### src/rtl/irq_router_pkg.sv
`timescale 1ns/1ps
package irq_router_pkg;

  localparam int SRC_N   = 6;
  localparam int IDX_W   = 3;

  typedef enum int {
    SRC_PER1 = 0,
    SRC_PER2 = 1,
    SRC_ETH  = 2,
    SRC_SER  = 3,
    SRC_SND  = 4,
    SRC_NMI  = 5
  } src_e;

  typedef struct packed {
    logic             hit;
    logic [IDX_W-1:0] idx;
  } route_t;

  // Routing table: which pending bit a source drives in each mode.
  function automatic route_t route_of(input logic legacy, input int src);
    route_t r;
    r.hit = 1'b1;
    r.idx = '0;
    case (src)
      SRC_PER1: r.idx = legacy ? 3'd0 : 3'd5;
      SRC_PER2: r.idx = 3'd1;
      SRC_ETH:  begin r.idx = 3'd2; r.hit = !legacy; end
      SRC_SER:  r.idx = 3'd3;
      SRC_SND:  begin r.idx = 3'd4; r.hit = !legacy; end
      SRC_NMI:  r.idx = 3'd6;
      default:  r.hit = 1'b0;
    endcase
    return r;
  endfunction

endpackage

### src/rtl/irq_nmi_stretch.sv
`timescale 1ns/1ps
module irq_nmi_stretch #(
  parameter int HOLD_CYCLES = 20_000_000,
  localparam int CNT_W = $clog2(HOLD_CYCLES + 1)
) (
  input  logic clk,
  input  logic rst,
  input  logic trig_i,
  output logic active_o
);

  logic [CNT_W-1:0] cnt_q;

  always_ff @(posedge clk) begin
    if (rst)
      cnt_q <= '0;
    else if (trig_i)
      cnt_q <= CNT_W'(HOLD_CYCLES);
    else if (cnt_q != '0)
      cnt_q <= cnt_q - CNT_W'(1);
  end

  assign active_o = (cnt_q != '0);

endmodule

### src/rtl/irq_pend_reg.sv
`timescale 1ns/1ps
module irq_pend_reg
  import irq_router_pkg::*;
#(
  parameter int PEND_W = 8,
  parameter int NSRC   = SRC_N
) (
  input  logic              clk,
  input  logic              rst,
  input  logic              legacy_q,
  input  logic [NSRC-1:0]   req_i,
  output logic [PEND_W-1:0] pend_o
);

  logic [NSRC-1:0]   prev_q;
  logic [NSRC-1:0]   chg;
  logic [PEND_W-1:0] pend_q, pend_n;

  // Per-source level-change detection.
  generate
    for (genvar s = 0; s < NSRC; s++) begin : g_chg
      assign chg[s] = req_i[s] ^ prev_q[s];
    end
  endgenerate

  always_comb begin
    route_t r;
    pend_n = pend_q;
    for (int s = 0; s < NSRC; s++) begin
      r = route_of(legacy_q, s);
      if (r.hit && chg[s])
        pend_n[r.idx] = req_i[s];
    end
  end

  always_ff @(posedge clk) begin
    if (rst) begin
      prev_q <= '0;
      pend_q <= '0;
    end else begin
      prev_q <= req_i;
      pend_q <= pend_n;
    end
  end

  assign pend_o = pend_q;

endmodule

### src/rtl/irq_prio_enc.sv
`timescale 1ns/1ps
module irq_prio_enc #(
  parameter int PEND_W   = 8,
  parameter int LVL_W    = 3,
  parameter int VEC_W    = 8,
  parameter int VEC_BASE = 25
) (
  input  logic              clk,
  input  logic              rst,
  input  logic [PEND_W-1:0] pend_i,
  output logic [LVL_W-1:0]  lvl_o,
  output logic [VEC_W-1:0]  vec_o
);

  logic [LVL_W-1:0] lvl_n;
  logic [VEC_W-1:0] vec_n;

  // Later iterations override earlier ones, so the highest set bit wins.
  always_comb begin
    lvl_n = '0;
    vec_n = '0;
    for (int i = 0; i < PEND_W; i++) begin
      if (pend_i[i]) begin
        lvl_n = LVL_W'(i + 1);
        vec_n = VEC_W'(i + VEC_BASE);
      end
    end
  end

  always_ff @(posedge clk) begin
    if (rst) begin
      lvl_o <= '0;
      vec_o <= '0;
    end else begin
      lvl_o <= lvl_n;
      vec_o <= vec_n;
    end
  end

endmodule

### src/rtl/irq_side_lines.sv
`timescale 1ns/1ps
module irq_side_lines (
  input  logic clk,
  input  logic rst,
  input  logic legacy_q,
  input  logic eth_i,
  input  logic snd_i,
  output logic side_eth_o,
  output logic side_snd_o
);

  always_ff @(posedge clk) begin
    if (rst) begin
      side_eth_o <= 1'b0;
      side_snd_o <= 1'b1;
    end else if (legacy_q) begin
      side_eth_o <= eth_i;
      side_snd_o <= !snd_i;
    end else begin
      side_eth_o <= 1'b0;
      side_snd_o <= 1'b1;
    end
  end

endmodule

### src/rtl/irq_router_top.sv
`timescale 1ns/1ps
module irq_router_top
  import irq_router_pkg::*;
#(
  parameter int PEND_W      = 8,
  parameter int LVL_W       = 3,
  parameter int VEC_W       = 8,
  parameter int VEC_BASE    = 25,
  parameter int HOLD_CYCLES = 20_000_000
) (
  input  logic             clk,
  input  logic             rst,
  input  logic             legacy_mode_i,
  input  logic [SRC_N-1:0] src_req_i,
  input  logic             nmi_trig_i,
  output logic [LVL_W-1:0] ipl_o,
  output logic [VEC_W-1:0] vec_o,
  output logic             side_eth_o,
  output logic             side_snd_o
);

  logic              mode_q;
  logic              hold_active;
  logic [SRC_N-1:0]  req_eff;
  logic [PEND_W-1:0] pend_q;

  always_ff @(posedge clk) begin
    if (rst) mode_q <= 1'b0;
    else     mode_q <= legacy_mode_i;
  end

  irq_nmi_stretch #(.HOLD_CYCLES(HOLD_CYCLES)) u_nmi (
    .clk(clk), .rst(rst), .trig_i(nmi_trig_i), .active_o(hold_active)
  );

  always_comb begin
    req_eff          = src_req_i;
    req_eff[SRC_NMI] = src_req_i[SRC_NMI] | hold_active;
  end

  irq_pend_reg #(.PEND_W(PEND_W), .NSRC(SRC_N)) u_pend (
    .clk(clk), .rst(rst), .legacy_q(mode_q), .req_i(req_eff), .pend_o(pend_q)
  );

  irq_prio_enc #(.PEND_W(PEND_W), .LVL_W(LVL_W), .VEC_W(VEC_W), .VEC_BASE(VEC_BASE)) u_enc (
    .clk(clk), .rst(rst), .pend_i(pend_q), .lvl_o(ipl_o), .vec_o(vec_o)
  );

  irq_side_lines u_side (
    .clk(clk), .rst(rst), .legacy_q(mode_q),
    .eth_i(src_req_i[SRC_ETH]), .snd_i(src_req_i[SRC_SND]),
    .side_eth_o(side_eth_o), .side_snd_o(side_snd_o)
  );

endmodule

### config.mk
export PLATFORM = sky130hd
export DESIGN_NAME = irq_router_top
export DESIGN_NICKNAME = d
export VERILOG_FILES = /design/src/rtl/irq_router_pkg.sv /design/src/rtl/irq_nmi_stretch.sv /design/src/rtl/irq_pend_reg.sv /design/src/rtl/irq_prio_enc.sv /design/src/rtl/irq_side_lines.sv /design/src/rtl/irq_router_top.sv
export SDC_FILE = /design/constraint.sdc
export NUM_CORES = 1
export LEC_CHECK = 0
export ABC_AREA = 1
export BUFFER_PORTS_ARGS = -buffer_cell sky130_fd_sc_hd__buf_2
export CORE_MARGIN = 1.5
export CORE_UTILIZATION = 29
export CTS_CLUSTER_DIAMETER = 80
export CTS_CLUSTER_SIZE = 20
export DETAILED_ROUTE_END_ITERATION = 12
export HOLD_SLACK_MARGIN = 0.03
export PLACE_DENSITY_LB_ADDON = 0.25
export RECOVER_POWER = 25
export SLEW_MARGIN = 10
export SYNTH_ARGS = -nofsm -noshare
export SYNTH_HDL_FRONTEND = slang
export SYNTH_SLANG_ARGS = --single-unit
### constraint.sdc
create_clock -name clk -period 1.8 [get_ports clk]
set_input_delay 0 -clock clk [delete_from_list [all_inputs] [get_ports clk]]
set_output_delay 0 -clock clk [all_outputs]
set_load 0.05 [all_outputs]
==> impl_metrics.csv <==
group,metric,value,unit
floorplanning,die_area,8540,um2
critical_path,critPathKind,"reg -> reg",
critical_path,cp_common_cell,"ha_1",
timing,clock.fmax,622,MHz
finish,layout_common_cells,"nor2_1 (58), nand2_1 (54), dfxtp_1 (45)",
critical_path,end_kind,"register",
clocking,clock-root-buffer,"clkbuf_8",
floorplanning,pin_count,23,
synth,syn_avg_cell_area,7.20,um2
timing,clock_skew,0.00946,ns
routing,detail-route-antenna-nets,0,
routing,dr.pass1.iters,4,
global_route,grt_overflow,0,
routing,wl_per_cell,11.1,um
finish,seqCellArea,901,um2
finish,layout_commonest_cell,"nor2_1",
finish,diodes,0,
worst_hold_path,holdPathEnd,"mode_q$_SDFF_PP0_",
routing,drc,0,
routing,routed_wl,5000,um
critical_path,r2r_slack,0.19,ns
pwr,ir_drop,0.340,mV
clocking,clock_latency,0.30,ns
clocking,path_clk_slew,0.09,ns
placement,gp_congestion,0.848,
critical_path,cp_slowest_stage_delay,0.36,ns
routing,drtIter0Drc,75,
floorplanning,coreArea,7730,um2
clocking,cts_setup_buffers,0,
timing,period_minus_slack,1.61,ns
routing,routed_via_density,4.32,
synth,synth_cells,322,
timing,slew-limit-headroom,61.1,%
clocking,cts_sinks,45,
global_route,use_met1,16.9,%
floorplanning,core.rowCount,32,
clocking,cts_buffers,5,
worst_hold_path,whs_path_depth,2,
critical_path,r2r-end,"u_pend.pend_o[6]$_SDFFE_PP0P_",
timing,rsz0062_at_grt,"false",
critical_path,crit_arrival,1.80,ns
timing,min_period_over_period,89.3,%
critical_path,path_cells,"inv_2 > ha_1 > nand3_1 > nor2_4 > nand4_1 > ha_1 > o21ai_0 > a21oi_1",
global_route,antenna_found_initial,0,
finish,area_growth,14.5,%
global_route,grt.met2_usage,20.5,%
floorplanning,die_h,92.4,um
floorplanning,die_w,92.4,um
global_route,gr-max-usage-layer,"met2",
finish,nets,364,
timing,tns,0,ns
finish,fillers,816,
synth,synth-seq-cells,45,
global_route,met3_usage,2.63,%
pwr,p_per_area,932,nW/um2
global_route,grt_max_degree,18,
placement,port_buffers,19,
floorplanning,start_util,30.0,%
outcome,status,"complete, no violations",
global_route,grt_pass1_wl,8570,um
global_route,grt_usage,12.7,%
critical_path,start_kind,"register",
clocking,cts_tree,"yes",
finish,multi_input_area,1190,um2
timing,worst_pin_slew,0.585,ns
critical_path,reg2reg_from,"u_nmi.cnt_q[0]$_SDFFE_PP0P_",
finish,fin_cells,452,
critical_path,cp.required,2.00,ns
worst_hold_path,hold_path_class,"in -> reg",
clocking,clk_path_buf_depth,2,
timing,slew_violations,0,
global_route,first_global_vias,1857,
synth,ys_types,31,
critical_path,slowest_stage,"dfxtp_1",
synth,syn_area,2320,um2
timing,hold_violations,0,
critical_path,r2r_cells,8,
critical_path,crit_fanout,6,
clocking,h-tree-depth,2,
finish,drive_gt1_share,15.1,%
routing,vias,1951,
placement,dpl.hpwl,3830,um
worst_hold_path,min_from,"rst",
synth,seq_area_frac_synth,38.9,%
job,maxCapViolations,0,
timing,setup-violations-final,0,
synth,synth_warnings,0,
placement,dp.cells,436,
pwr,p_leak,1.23,nW
==> metal layers <==
metal | vias to the layer above | wire length, um
met1 | 860 | 2540
met4 | 0 | 106
li1 | 1057 | -
met2 | 24 | 2240
met5 | - | 0
met3 | 10 | 112
==> worst max path at each step <==
stage                                     start                       endpoint  slack [ns]  cells after the start
floorplan           u_nmi.cnt_q[0]$_SDFFE_PP0P_  u_pend.pend_o[6]$_SDFFE_PP0P_        0.32                      8
global placement    u_nmi.cnt_q[0]$_SDFFE_PP0P_  u_pend.pend_o[6]$_SDFFE_PP0P_        0.22                      8
detailed placement  u_nmi.cnt_q[0]$_SDFFE_PP0P_  u_pend.pend_o[6]$_SDFFE_PP0P_        0.18                      8
CTS                 u_nmi.cnt_q[0]$_SDFFE_PP0P_  u_pend.pend_o[6]$_SDFFE_PP0P_        0.17                      8
global route        u_nmi.cnt_q[0]$_SDFFE_PP0P_  u_pend.pend_o[6]$_SDFFE_PP0P_        0.03                      8
finish              u_nmi.cnt_q[0]$_SDFFE_PP0P_  u_pend.pend_o[6]$_SDFFE_PP0P_        0.19                      8
==> power by group <==
group          internal [mW]  switching [mW]  total (mW)
Sequential              1.07          0.0639        1.13
Combinational          0.218           0.452       0.670
Clock                  0.284           0.388       0.672
Total                   1.57           0.904        2.47
==> per-stage QoR <==
step | power (mW) | setup slack [ns] | hold WS (ns) | instance area (um2) | utilization [%]
final | 2.47 | 0.193 | 0.0493 | 2660 | 34.4
after CTS | 2.51 | 0.170 | 0.0490 | 2660 | 34.5
after floorplan | 1.69 | 0.317 | 0.0826 | 2330 | -
after detailed placement | 1.82 | 0.175 | 0.215 | 2490 | 32.2
after global routing | 2.64 | 0.0330 | 0.0718 | 2660 | 34.4
after global placement | 1.81 | 0.217 | 0.206 | 2490 | 32.2
==> timing repair <==
action / CTS / global route
hold endpoints to repair: 16 / 0
resized for setup: 0 / 0
hold buffers: 8 / 0
==> logic make-up after synthesis <==
logic type	count (synthesis)	synth area share [%]
AO/OA/AOI/OAI	41	9.71
other	1	0.162
AND/OR/NAND/NOR	167	34.7
adder cells (fa/ha/maj)	5	2.70
flip-flops	45	38.9
buffers and inverters	53	10.1
XOR/XNOR	10	3.78
==> layout make-up <==
type                       instances  share of cell area [%]
multi-input combinational        226                    44.9
sequential                        45                    33.9
tap                              102                    4.81
clock inverter                     3                   0.943
clock buffer                       5                    2.59
timing repair buffer              29                    6.88
inverter                          42                    5.98
==> flip-flops by register name, summed over array words and instances, names as in the netlist <==
signal	flops
mode_q	1
u_enc.lvl_o	2
u_enc.vec_o	2
u_nmi.cnt_q	25
u_pend.pend_o	7
u_pend.prev_q	6
u_side.side_eth_o	1
u_side.side_snd_o	1
==> synth_stat cells, drive strengths merged <==
| master | n | area [um2] |
|---|---|---|
| nor2 | 73 | 352 |
| nand2 | 61 | 256 |
| dfxtp | 45 | 901 |
| inv | 41 | 154 |
| a21oi | 24 | 120 |
| nand3 | 24 | 138 |
| o21ai | 13 | 68.8 |
| buf | 8 | 63.8 |
| xnor2 | 7 | 61.3 |
| ha | 5 | 62.6 |
| nand4 | 5 | 31.3 |
| clkbuf | 3 | 11.3 |
| nor3 | 3 | 20.0 |
| xor2 | 3 | 26.3 |
| a211oi | 1 | 12.5 |
| a21o | 1 | 7.51 |
| a31oi | 1 | 6.26 |
| clkinv | 1 | 5.00 |
| conb | 1 | 3.75 |
| nand3b | 1 | 7.51 |
| o211a | 1 | 10.0 |
==> worst max-delay path: cells and delay by family, from the launching register on <==
kind                       cells  cell delay [ns]
buffers and inverters          1             0.12
and+or+nand+nor                3             0.35
DFF                            1             0.36
adders and majority gates      2             0.48
AOI/OAI and AO/OA              2             0.19
Note: power is estimated with default switching activity, not from simulation.
